--- config.mk ---
export PLATFORM = sky130hd
export DESIGN_NAME = ictrap_decoder
export DESIGN_NICKNAME = d
export VERILOG_FILES = /design/src/rtl/ictrap_pkg.sv /design/src/rtl/ictrap_route_gate.sv /design/src/rtl/ictrap_level_eval.sv /design/src/rtl/ictrap_target_fold.sv /design/src/rtl/ictrap_decoder.sv
export SDC_FILE = /design/constraint.sdc
export NUM_CORES = 1
export LEC_CHECK = 0
export CAP_MARGIN = 20
export CORE_AREA = 2 2 39 41
export CTS_CLUSTER_SIZE = 10
export DETAILED_ROUTE_END_ITERATION = 10
export DIE_AREA = 0 0 41 43
export DONT_BUFFER_PORTS = 1
export PLACE_DENSITY = 0.3
export SYNTH_ARGS = -nofsm -noshare
export SYNTH_HDL_FRONTEND = slang
export SYNTH_SLANG_ARGS = --single-unit
--- constraint.sdc ---
create_clock -name clk -period 2.62 [get_ports clk]
set_clock_uncertainty 0.1 [all_clocks]
set_input_delay 0.393 -clock clk [delete_from_list [all_inputs] [get_ports clk]]
set_output_delay 0.393 -clock clk [all_outputs]
set_load 0.01 [all_outputs]
--- src/rtl/ictrap_pkg.sv ---
package ictrap_pkg;

    localparam int LVL_W  = 2;
    localparam int CODE_W = 2;
    localparam int CLS_W  = 2;

    typedef enum logic [CODE_W-1:0] {
        RC_OK       = 2'b00,
        RC_TRAP_TOP = 2'b01,
        RC_TRAP     = 2'b10
    } rcode_e;

    typedef enum logic [CLS_W-1:0] {
        CLS_NONE = 2'b00,
        CLS_IRQ  = 2'b01,
        CLS_FIQ  = 2'b10,
        CLS_BOTH = 2'b11
    } rclass_e;

    typedef struct packed {
        logic [LVL_W-1:0] level;
        logic             sec_low;
        logic             hyp_irq;
        logic             hyp_fiq;
        logic             cur_is64;
        logic             cur_mon;
    } ctx_t;

    // routing bits selected by the class must all be set
    function automatic logic route_applies(rclass_e c, logic ri, logic rf);
        case (c)
            CLS_IRQ:  return ri;
            CLS_FIQ:  return rf;
            CLS_BOTH: return ri & rf;
            default:  return 1'b0;
        endcase
    endfunction

    // override bits selected by the class are all clear
    function automatic logic ovr_all_clear(rclass_e c, logic hi, logic hf);
        case (c)
            CLS_IRQ:  return ~hi;
            CLS_FIQ:  return ~hf;
            CLS_BOTH: return ~hi & ~hf;
            default:  return 1'b0;
        endcase
    endfunction

endpackage

--- src/rtl/ictrap_route_gate.sv ---
module ictrap_route_gate
    import ictrap_pkg::*;
(
    input  rclass_e cls,
    input  logic    route_irq,
    input  logic    route_fiq,
    output logic    active
);
    always_comb active = route_applies(cls, route_irq, route_fiq);
endmodule

--- src/rtl/ictrap_level_eval.sv ---
module ictrap_level_eval
    import ictrap_pkg::*;
(
    input  ctx_t    ctx,
    input  rclass_e cls,
    input  logic    active,
    output rcode_e  raw
);
    logic l1_trap;

    always_comb begin
        l1_trap = ctx.sec_low | ovr_all_clear(cls, ctx.hyp_irq, ctx.hyp_fiq);
        raw     = RC_OK;
        if (active) begin
            case (ctx.level)
                LVL_W'(1): raw = l1_trap ? RC_TRAP_TOP : RC_OK;
                LVL_W'(2): raw = RC_TRAP_TOP;
                LVL_W'(3): raw = (!ctx.cur_is64 && !ctx.cur_mon) ? RC_TRAP_TOP : RC_OK;
                default:   raw = RC_OK;
            endcase
        end
    end
endmodule

--- src/rtl/ictrap_target_fold.sv ---
module ictrap_target_fold
    import ictrap_pkg::*;
(
    input  rcode_e raw,
    input  logic   top_is64,
    output rcode_e folded
);
    always_comb folded = (raw == RC_TRAP_TOP && !top_is64) ? RC_TRAP : raw;
endmodule

--- src/rtl/ictrap_decoder.sv ---
module ictrap_decoder
    import ictrap_pkg::*;
(
    input  logic              clk,
    input  logic              rst,
    input  logic              req_valid,
    input  logic [LVL_W-1:0]  req_level,
    input  logic              req_sec_low,
    input  logic [CLS_W-1:0]  req_class,
    input  logic              scr_route_irq,
    input  logic              scr_route_fiq,
    input  logic              hyp_irq_ovr,
    input  logic              hyp_fiq_ovr,
    input  logic              top_is64,
    input  logic              cur_is64,
    input  logic              cur_monitor,
    output logic              rsp_valid,
    output logic [CODE_W-1:0] rsp_code
);
    rclass_e cls;
    ctx_t    ctx;
    logic    active;
    rcode_e  raw_code;
    rcode_e  final_code;
    rcode_e  code_q;

    always_comb begin
        cls          = rclass_e'(req_class);
        ctx.level    = req_level;
        ctx.sec_low  = req_sec_low;
        ctx.hyp_irq  = hyp_irq_ovr;
        ctx.hyp_fiq  = hyp_fiq_ovr;
        ctx.cur_is64 = cur_is64;
        ctx.cur_mon  = cur_monitor;
    end

    ictrap_route_gate u_gate (
        .cls       (cls),
        .route_irq (scr_route_irq),
        .route_fiq (scr_route_fiq),
        .active    (active)
    );

    ictrap_level_eval u_eval (
        .ctx    (ctx),
        .cls    (cls),
        .active (active),
        .raw    (raw_code)
    );

    ictrap_target_fold u_fold (
        .raw      (raw_code),
        .top_is64 (top_is64),
        .folded   (final_code)
    );

    always_ff @(posedge clk) begin
        if (rst) begin
            rsp_valid <= 1'b0;
            code_q    <= RC_OK;
        end else begin
            rsp_valid <= req_valid;
            if (req_valid) code_q <= final_code;
        end
    end

    assign rsp_code = code_q;


    a_r1_reset_clear: assert property (@(posedge clk)
        rst |=> (!rsp_valid && rsp_code == RC_OK));

    a_r2_pulse_on: assert property (@(posedge clk) disable iff (rst)
        req_valid |=> rsp_valid);
    a_r2_pulse_off: assert property (@(posedge clk) disable iff (rst)
        !req_valid |=> !rsp_valid);
    a_r2_code_hold: assert property (@(posedge clk) disable iff (rst)
        !req_valid |=> $stable(rsp_code));

    a_r3_irq_unrouted: assert property (@(posedge clk) disable iff (rst)
        (req_valid && req_class == CLS_IRQ && !scr_route_irq) |=> rsp_code == RC_OK);

    a_r5_level2_trap: assert property (@(posedge clk) disable iff (rst)
        (req_valid && req_level == 2'd2 && req_class == CLS_BOTH &&
         scr_route_irq && scr_route_fiq && top_is64) |=> rsp_code == RC_TRAP_TOP);

    a_r7_level0_ok: assert property (@(posedge clk) disable iff (rst)
        (req_valid && req_level == 2'd0) |=> rsp_code == RC_OK);

    a_r8_no_top_when32: assert property (@(posedge clk) disable iff (rst)
        (req_valid && !top_is64) |=> rsp_code != RC_TRAP_TOP);

    a_r9_legal_code: assert property (@(posedge clk) disable iff (rst)
        rsp_code != 2'b11);

endmodule

# After elaboration in Yosys (flattened, before gate mapping)
# Index checks and enable logic that the tools add are counted.
# totals
reg_bits	3
word_cells	26
out_inout_bits	3
# op_classes
muxes	7
n_eq_ne	7
reduce_logical	5
n_bitwise	5
# op_table
op	n
equality test 2 bit (second input constant)	4
equality test 2 x 1 -> 1 bit (second input constant)	3
one-hot mux 1 bit (3 select lines)	2
one-hot mux 2 bit (3 select lines)	1
two-way mux 2 bit	2
logical NOT 1 bit	3
bitwise AND 1 bit	2
logical AND 1 bit	2
two-way mux 1 bit	2
NOT 1 bit	2
OR 1 bit	1

# Logic depth before layout (Yosys ltp)
# Gate-level depths: netlist of run 1.
# depth
ltp_word	10
mapped_depth	3
ltp_nobuf	3

# Hierarchy
# Synthesis of run 1 repeated with hierarchy kept, for this count alone.
# hier_totals
cells_unflattened	22
hier_area_um2	187.7
# modules_own_cells
module	cells_per_inst	instances	area_per_inst_um2	seq_area_each_um2
ictrap_decoder	8	1	93.8	60.1
ictrap_level_eval	8	1	56.3	0.0
ictrap_route_gate	3	1	18.8	0.0
ictrap_target_fold	3	1	18.8	0.0

# Worst setup path after synthesis of run 1
# No wires, ideal clock.
# synth_timing
path_kind	input to register
start	input port req_class[0]
end	register code_q[0] (netlist: rsp_code[0])
stages	3
t_required_ns	2.391
setup_slack_ns	1.517
setup_ns	0.129
t_arrival_ns	0.875
n_path_buf	0
cell_sequence	mux2_1 o311ai_1 o31ai_1
# synth_via
elab_chain_cells	9
word_cells_on_any_way	12
cone_classes	eq/ne (4); mux (6); bitwise (1); reduce/logical (1)
# synth_rtl
element	line	source
start, declared	ictrap_decoder.sv:9	input logic [CLS_W-1:0] req_class,
equality test 2 bit or equality test 2 x 1 -> 1 bit (tied branches)	ictrap_pkg.sv:31, ictrap_pkg.sv:41	
one-hot mux 1 bit (3 select lines)	ictrap_pkg.sv:41	case (c)
OR 1 bit	ictrap_level_eval.sv:12	l1_trap = ctx.sec_low | ovr_all_clear(cls, ctx.hyp_irq, ctx.hyp_fiq);
two-way mux 1 bit	ictrap_level_eval.sv:16	LVL_W'(1): raw = l1_trap ? RC_TRAP_TOP : RC_OK;
one-hot mux 2 bit (3 select lines)	ictrap_level_eval.sv:15	case (ctx.level)
two-way mux 2 bit *	ictrap_level_eval.sv:14	if (active) begin
equality test 2 x 1 -> 1 bit	ictrap_target_fold.sv:8	always_comb folded = (raw == RC_TRAP_TOP && !top_is64) ? RC_TRAP : raw;
logical AND 1 bit	ictrap_target_fold.sv:8	
two-way mux 2 bit *	ictrap_target_fold.sv:8	
end signal, assigned	ictrap_decoder.sv:63	if (req_valid) code_q <= final_code;
end, declared	ictrap_decoder.sv:25	rcode_e code_q;
# Mark *: on every way between the ends. The rest lies on a longest branch, timed or not.
# A chain may end at the register's enable or synchronous reset.

# Worst setup path in the final report of run 1
# layout_timing
start	register code_q[0] (netlist: rsp_code[0])
end	output port rsp_code[0]
# layout_lines
element	line	source
end, declared	ictrap_decoder.sv:18	output logic [CODE_W-1:0] rsp_code
# No word-level cell between the ends.

==> results of run 1 <==
[per-layer routing]
metal  wire length, µm  GRT usage [%]  vias up  part of all wire [%]
li1                  -              -       68                     -
met1               171           5.38       51                    45
met2               138           5.00       17                    36
met3                70              0        0                    18
met4                 0           8.00        0                     0
met5                 0              0        -                     0
[where the power goes]
part / total, mW / internal, mW / switching [mW]
combinational: 0.00819 / 0.00418 / 0.00402
clock: 0.0796 / 0.0570 / 0.0227
sequential: 0.0492 / 0.0476 / 0.00152
total: 0.137 / 0.109 / 0.0282
[sequential cells by signal, indices dropped and copies added, names as in the netlist]
signal     count
rsp_valid      1
rsp_code       2
[logic make-up after synthesis]
family / after synthesis / share of synthesized area (%)
AO/OA/AOI/OAI: 6 / 32.8
buffers and inverters: 2 / 5.17
flip-flops: 3 / 41.4
multiplexers: 1 / 7.76
AND/OR/NAND/NOR: 4 / 12.9
[path summary, 6_finish.rpt]
check | slack (ps) | cells past startpoint | to
setup / recovery | 1530 | 0 | rsp_code[0]
hold / removal | 170 | 1 | rsp_code[1]$_SDFFE_PP0P_
setup reg to reg | 1910 | 2 | rsp_code[1]$_SDFFE_PP0P_
hold reg to reg | 410 | 2 | rsp_code[0]$_SDFFE_PP0P_
[area by class of cell]
type                       instances  share of cell area (%)
tap                               16                    10.5
multi-input combinational         11                    40.5
inverter                           2                    3.92
sequential                         3                    31.4
clock buffer                       4                    13.7
[cells in the final DEF (no fill, tap or decap), drive strengths merged]
cell type  synthesis  routed
inv                2       2
nor2               1       1
clkbuf             0       4
dfxtp              3       3
mux2               1       1
o31ai              2       2
o311ai             1       1
o211ai             1       1
a22oi              1       1
and2b              1       1
o221ai             1       1
nand2              2       2
[metrics by stage]
step | hold WS, ps | cells | utilization, %
final | 174 | 36 | 13.8
after global placement | 405 | 32 | 11.9
after detailed placement | 410 | 32 | 11.9
after CTS | 165 | 36 | 13.8
after global routing | 165 | 36 | 13.8
after floorplan | 380 | 16 | -
[Yosys cell counts (all sizes together)]
cell,number,area share [%]
o311ai,1,6.0
mux2,1,7.8
o211ai,1,5.2
a22oi,1,5.2
and2b,1,5.2
nor2,1,2.6
inv,2,5.2
o31ai,2,10
dfxtp,3,41
o221ai,1,6.0
nand2,2,5.2
==> metrics.md, run 1 <==
| Metric | Value |
|---|---|
| Achievable Freq | `915 MHz` |
| Die area | `1760 µm²` |
| Syn-to-layout area delta | `31.9%` |
| WS Path Type | `flip-flop to primary output` |
| Hold Startpoint | `top_is64` |
| Port buffer count | `0` |
| Htree depth | `1` |
| Num ports | `18` |
| Leak | `0.0719 nW` |
| Mapped cell area | `145 µm²` |
| Placed instance area | `165 µm²` |
| Core Region | `1380 µm²` |
| WL/cell | `10.6 µm` |
| Slew HR | `71.9%` |
| PnR worst setup slack | `1530 ps` |
| Total Power | `137 µW` |
| Mapped Cells | `16` |
| R2R Path Start | `rsp_code[1]$_SDFFE_PP0P_` |
| Data required time at the worst endpoint | `2130 ps` |
| Status | `finished, final reports clean` |
| CP Capture Type | `primary output` |
| Die H | `43 µm` |
| Syn avg cell area | `9.07 µm²` |
| Actual slew at the worst max-slew pin | `414 ps` |
| Largest net degree at the start of global routing | `4` |
| Placement Setup Slack | `1410 ps` |
| Placement Rows | `14` |
| Netlist cell types | `11` |
| Worst Path Max Fanout | `2` |
| DRT Pass-1 Iters | `2` |
| Yosys warns | `0` |
| Global route total overflow | `0` |
| Final setup viols | `0` |
| Antenna violations before repair | `0` |
| Share of post-route cells with drive strength above 1 | `15.0%` |
| RSZ-0062 raised after global routing | `no` |
| Total Nets Final | `36` |
| DR iter-0 viols | `1` |
| CTS tree | `yes` |
| Vias in the first global route | `128` |
| Clock latency on the worst-skew pair | `230 ps` |
| Via total after detailed routing | `136` |
| DR vias/cell | `3.78` |
| Tmin final | `1090 ps` |
| HP Class | `primary input to flip-flop` |
| Clk buf depth | `2` |
| Reg area | `60.1 µm²` |
| Diode count | `0` |
| Max cap viols | `0` |
| DP Wirelength | `314 µm` |
| Syn Nets | `31` |
| Crit path arrival time | `600 ps` |
| Clock-pin slew on the worst setup and hold paths | `40 ps` |
| Setup TNS | `0 ps` |
| DR DRC count | `0` |
| Fillers | `156` |
| CTS Hold Bufs | `0` |
| Clock sinks | `3` |
| Yosys reg bits | `3` |
| Routability cong. | `0.512` |
| VDD IR-drop max | `70.1 µV` |
| Starting density of the core | `10.5%` |
| Post-CTS Setup Bufs | `0` |
| Slew Limit Fails | `0` |
| Final worst-path cycle share | `41.7%` |
| CTS buffer count | `3` |
| Final Cell Area | `191 µm²` |
| DRT antenna net count | `0` |
| Pwr Density | `716 nW/µm²` |
| Seq/Total Area, Yosys | `41.4%` |
| Multi-input logic area | `77.6 µm²` |
| GRT Util Overall | `4.50%` |
| Post-CTS Resized | `0` |
| Type of origin of the critical path | `flip-flop` |
| Final hold violations | `0` |
| Final WL | `380 µm` |
| Die W | `41 µm` |
| First-pass GRT wire length | `455 µm` |
| Root buf cell | `clkbuf_4` |
| Crit path from | `rsp_code[0]$_SDFFE_PP0P_` |
(Power assumes the default switching activity.)
==> inputs of run 2 (changes only) <==
clock period = 0.94 ns   (was 2.62 ns; I/O delays follow)
==> run 2 against run 1 <==
  * Register-to-register slack got worse by 1700 ps
  * Power rose to 2.9 times the previous value
  * Highest routed layer unchanged
  * Critical path depth rose by 2
  * Sequential cell count did not move
  * Routed wire length fell by 1.6%
  * Sequential power rose to 2.8 times the previous value
  * Largest power group unchanged
  * Combinational power rose to 3.9 times the previous value
  * Via count rose by 5.9%
  * Worst hold slack got worse by 160 ps
==> metrics.md, run 2 (synthesis gave the netlist of run 1 again) <==
| Metric | Value |
|---|---|
| Slew HR | `66.6% (was 71.9%)` |
| Via total after detailed routing | `144 (was 136)` |
| Final Cell Area | `219 µm² (was 191 µm²)` |
| HP Class | `primary input to flip-flop (unchanged)` |
| Crit path buf inv count | `1` |
| Achievable Freq | `1170 MHz` |
| Port buffer count | `0 (unchanged)` |
| Most frequent cells in the layout | `clkbuf_4 (3), dfxtp_1 (3), inv_1 (2), nand2_1 (2) (was clkbuf_4 (3), dfxtp_1 (3), inv_1 (2), nand2_1 (2), o31ai_1 (2))` |
| Worst reg2reg endpoint | `rsp_code[1]$_SDFFE_PP0P_ (unchanged)` |
| Final WL | `374 µm (was 380 µm)` |
| DR DRC count | `0 (unchanged)` |
| Root buf cell | `clkbuf_4 (unchanged)` |
| WL/cell | `9.84 µm (was 10.6 µm)` |
| Htree depth | `1 (unchanged)` |
| Delay-heaviest family, CP | `buffers and inverters` |
| Setup TNS | `0 ps (unchanged)` |
| First-pass GRT wire length | `462 µm (was 455 µm)` |
| VDD IR-drop max | `204 µV (was 70.1 µV)` |
| Min-Delay Endpoint | `rsp_code[0]$_SDFFE_PP0P_ (was rsp_code[1]$_SDFFE_PP0P_)` |
| Die area | `1760 µm² (unchanged)` |
| DR iter-0 viols | `1 (unchanged)` |
| Tmin final | `855 ps` |
| Clock latency on the worst-skew pair | `230 ps (about the same)` |
| Leak | `0.0926 nW (was 0.0719 nW)` |
| Antenna violations before repair | `0 (unchanged)` |
| Worst R2R Path Depth | `2 (unchanged)` |
| Syn-to-layout area delta | `50.9% (was 31.9%)` |
| Die H | `43 µm (unchanged)` |
| Final hold violations | `0 (unchanged)` |
| Global route total overflow | `0 (unchanged)` |
| Share of post-route cells with drive strength above 1 | `18.2% (was 15.0%)` |
| CP Capture Type | `flip-flop (was primary output)` |
| Status | `finished, final reports clean (unchanged)` |
| CP Cell Sequence | `and2b_1, dlygate4sd3_1` |
| Worst Hold Depth | `3 (was 1)` |
| R2r setup slk | `240 ps (was 1910 ps)` |
| Post-CTS Setup Bufs | `0 (unchanged)` |
| DRT Pass-1 Iters | `2 (unchanged)` |
| Diode count | `0 (unchanged)` |
| Cell count along the critical path | `2 (was 0)` |
| Data required time at the worst endpoint | `950 ps (was 2130 ps)` |
| Core Region | `1380 µm² (unchanged)` |
| Actual slew at the worst max-slew pin | `494 ps (was 414 ps)` |
| Total Nets Final | `38 (was 36)` |
| Crit path arrival time | `870 ps (was 600 ps)` |
| Fillers | `152 (was 156)` |
| Worst-path cell with the longest stage delay | `dlygate4sd3_1` |
| Clk buf depth | `2 (unchanged)` |
| GRT Util Overall | `4.50% (unchanged)` |
| Pwr Density | `1780 nW/µm² (was 716 nW/µm²)` |
| Final hold slack | `16.8 ps (was 174 ps)` |
| Hold Startpoint | `rst (was top_is64)` |
| Max cap viols | `0 (unchanged)` |
| Slew Limit Fails | `0 (unchanged)` |
| DP Wirelength | `314 µm (unchanged)` |
| Final setup viols | `0 (unchanged)` |
| Largest net degree at the start of global routing | `4 (unchanged)` |
| R2R Path Start | `rsp_code[1]$_SDFFE_PP0P_ (unchanged)` |
| Worst Path Max Fanout | `2 (unchanged)` |
| Final worst-path cycle share | `90.9%` |
| Type of origin of the critical path | `primary input (was flip-flop)` |
| Clock sinks | `3 (unchanged)` |
| Routability cong. | `0.512 (unchanged)` |
| CTS tree | `yes (unchanged)` |
| Vias in the first global route | `135 (was 128)` |
| Placement Rows | `14 (unchanged)` |
| Num ports | `18 (unchanged)` |
| DRT antenna net count | `0 (unchanged)` |
| Largest stage delay on the critical path | `550 ps` |
| Starting density of the core | `10.5% (unchanged)` |
| CTS buffer count | `3 (unchanged)` |
| Placed instance area | `165 µm² (unchanged)` |
| WS Path Type | `primary input to flip-flop (was flip-flop to primary output)` |
| RSZ-0062 raised after global routing | `no (unchanged)` |
| Die W | `41 µm (unchanged)` |
| Clock-pin slew on the worst setup and hold paths | `40 ps (about the same)` |
| Max reg flops | `2 (unchanged)` |
| DR vias/cell | `3.79 (was 3.78)` |
-- run 2: cell types whose count changed in the layout (fill, tap and decap cells not counted) --
cell,delta
dlygate4sd3_1,+1
dlymetal6s4s_1,+1
o31ai_1,-1
o31ai_2,+1
-- run 2: repair_timing --
item                                    CTS  global route
hold buffers                              2             0
resized for setup                         0             2
endpoints found under the setup margin    0             1
hold endpoints to repair                  3             0
-- run 2: cell type report --
class | instances | area (µm²) | share of cell area, %
timing repair buffer | 2 | 22.5 | 10.3
inverter | 2 | 7.51 | 3.43
tap | 16 | 20.0 | 9.14
sequential | 3 | 60.1 | 27.4
multi-input combinational | 11 | 82.6 | 37.7
clock buffer | 4 | 26.3 | 12.0
-- run 2: stage by stage --
| stage | utilization [%] | std cells | worst slack [ps] | power, mW |
|---|---|---|---|---|
| global placement | 11.9 | 32 | 27.2 | 0.160 |
| finish | 15.8 | 38 | 85.4 | 0.391 |
| floorplan | - | 16 | 88.6 | 0.157 |
| global route | 15.8 | 38 | 57.8 | 0.414 |
| detailed placement | 11.9 | 32 | -16.3 | 0.162 |
| CTS | 15.3 | 38 | 18.4 | 0.403 |
-- run 2: power by group --
| group | total (mW) | switching (mW) | leakage (nW) | internal, mW |
|---|---|---|---|---|
| clock network | 0.222 | 0.0627 | 0.0150 | 0.159 |
| logic | 0.0321 | 0.0140 | 0.0531 | 0.0181 |
| registers | 0.137 | 0.00424 | 0.0245 | 0.133 |
| total | 0.391 | 0.0810 | 0.0926 | 0.310 |
-- run 2: worst max path at each step --
stage	startpoint	to	slack, ps
3_5_place_dp	rst	rsp_code[1]$_SDFFE_PP0P_	-20
6_report	rst	rsp_valid$_SDFF_PP0_	90
2_1_floorplan	req_class[0]	rsp_code[0]$_SDFFE_PP0P_	90
3_3_place_gp	rst	rsp_code[1]$_SDFFE_PP0P_	30
5_1_grt	rsp_code[1]$_SDFFE_PP0P_	rsp_code[1]	60
4_1_cts	top_is64	rsp_code[0]$_SDFFE_PP0P_	20
-- run 2: routing by layer --
layer	track usage, %	part of all wire [%]	up-vias
met2	5.00	36	17
met1	5.38	45	55
met3	0	19	0
met5	0	0	-
met4	8.00	0	0
li1	-	-	72
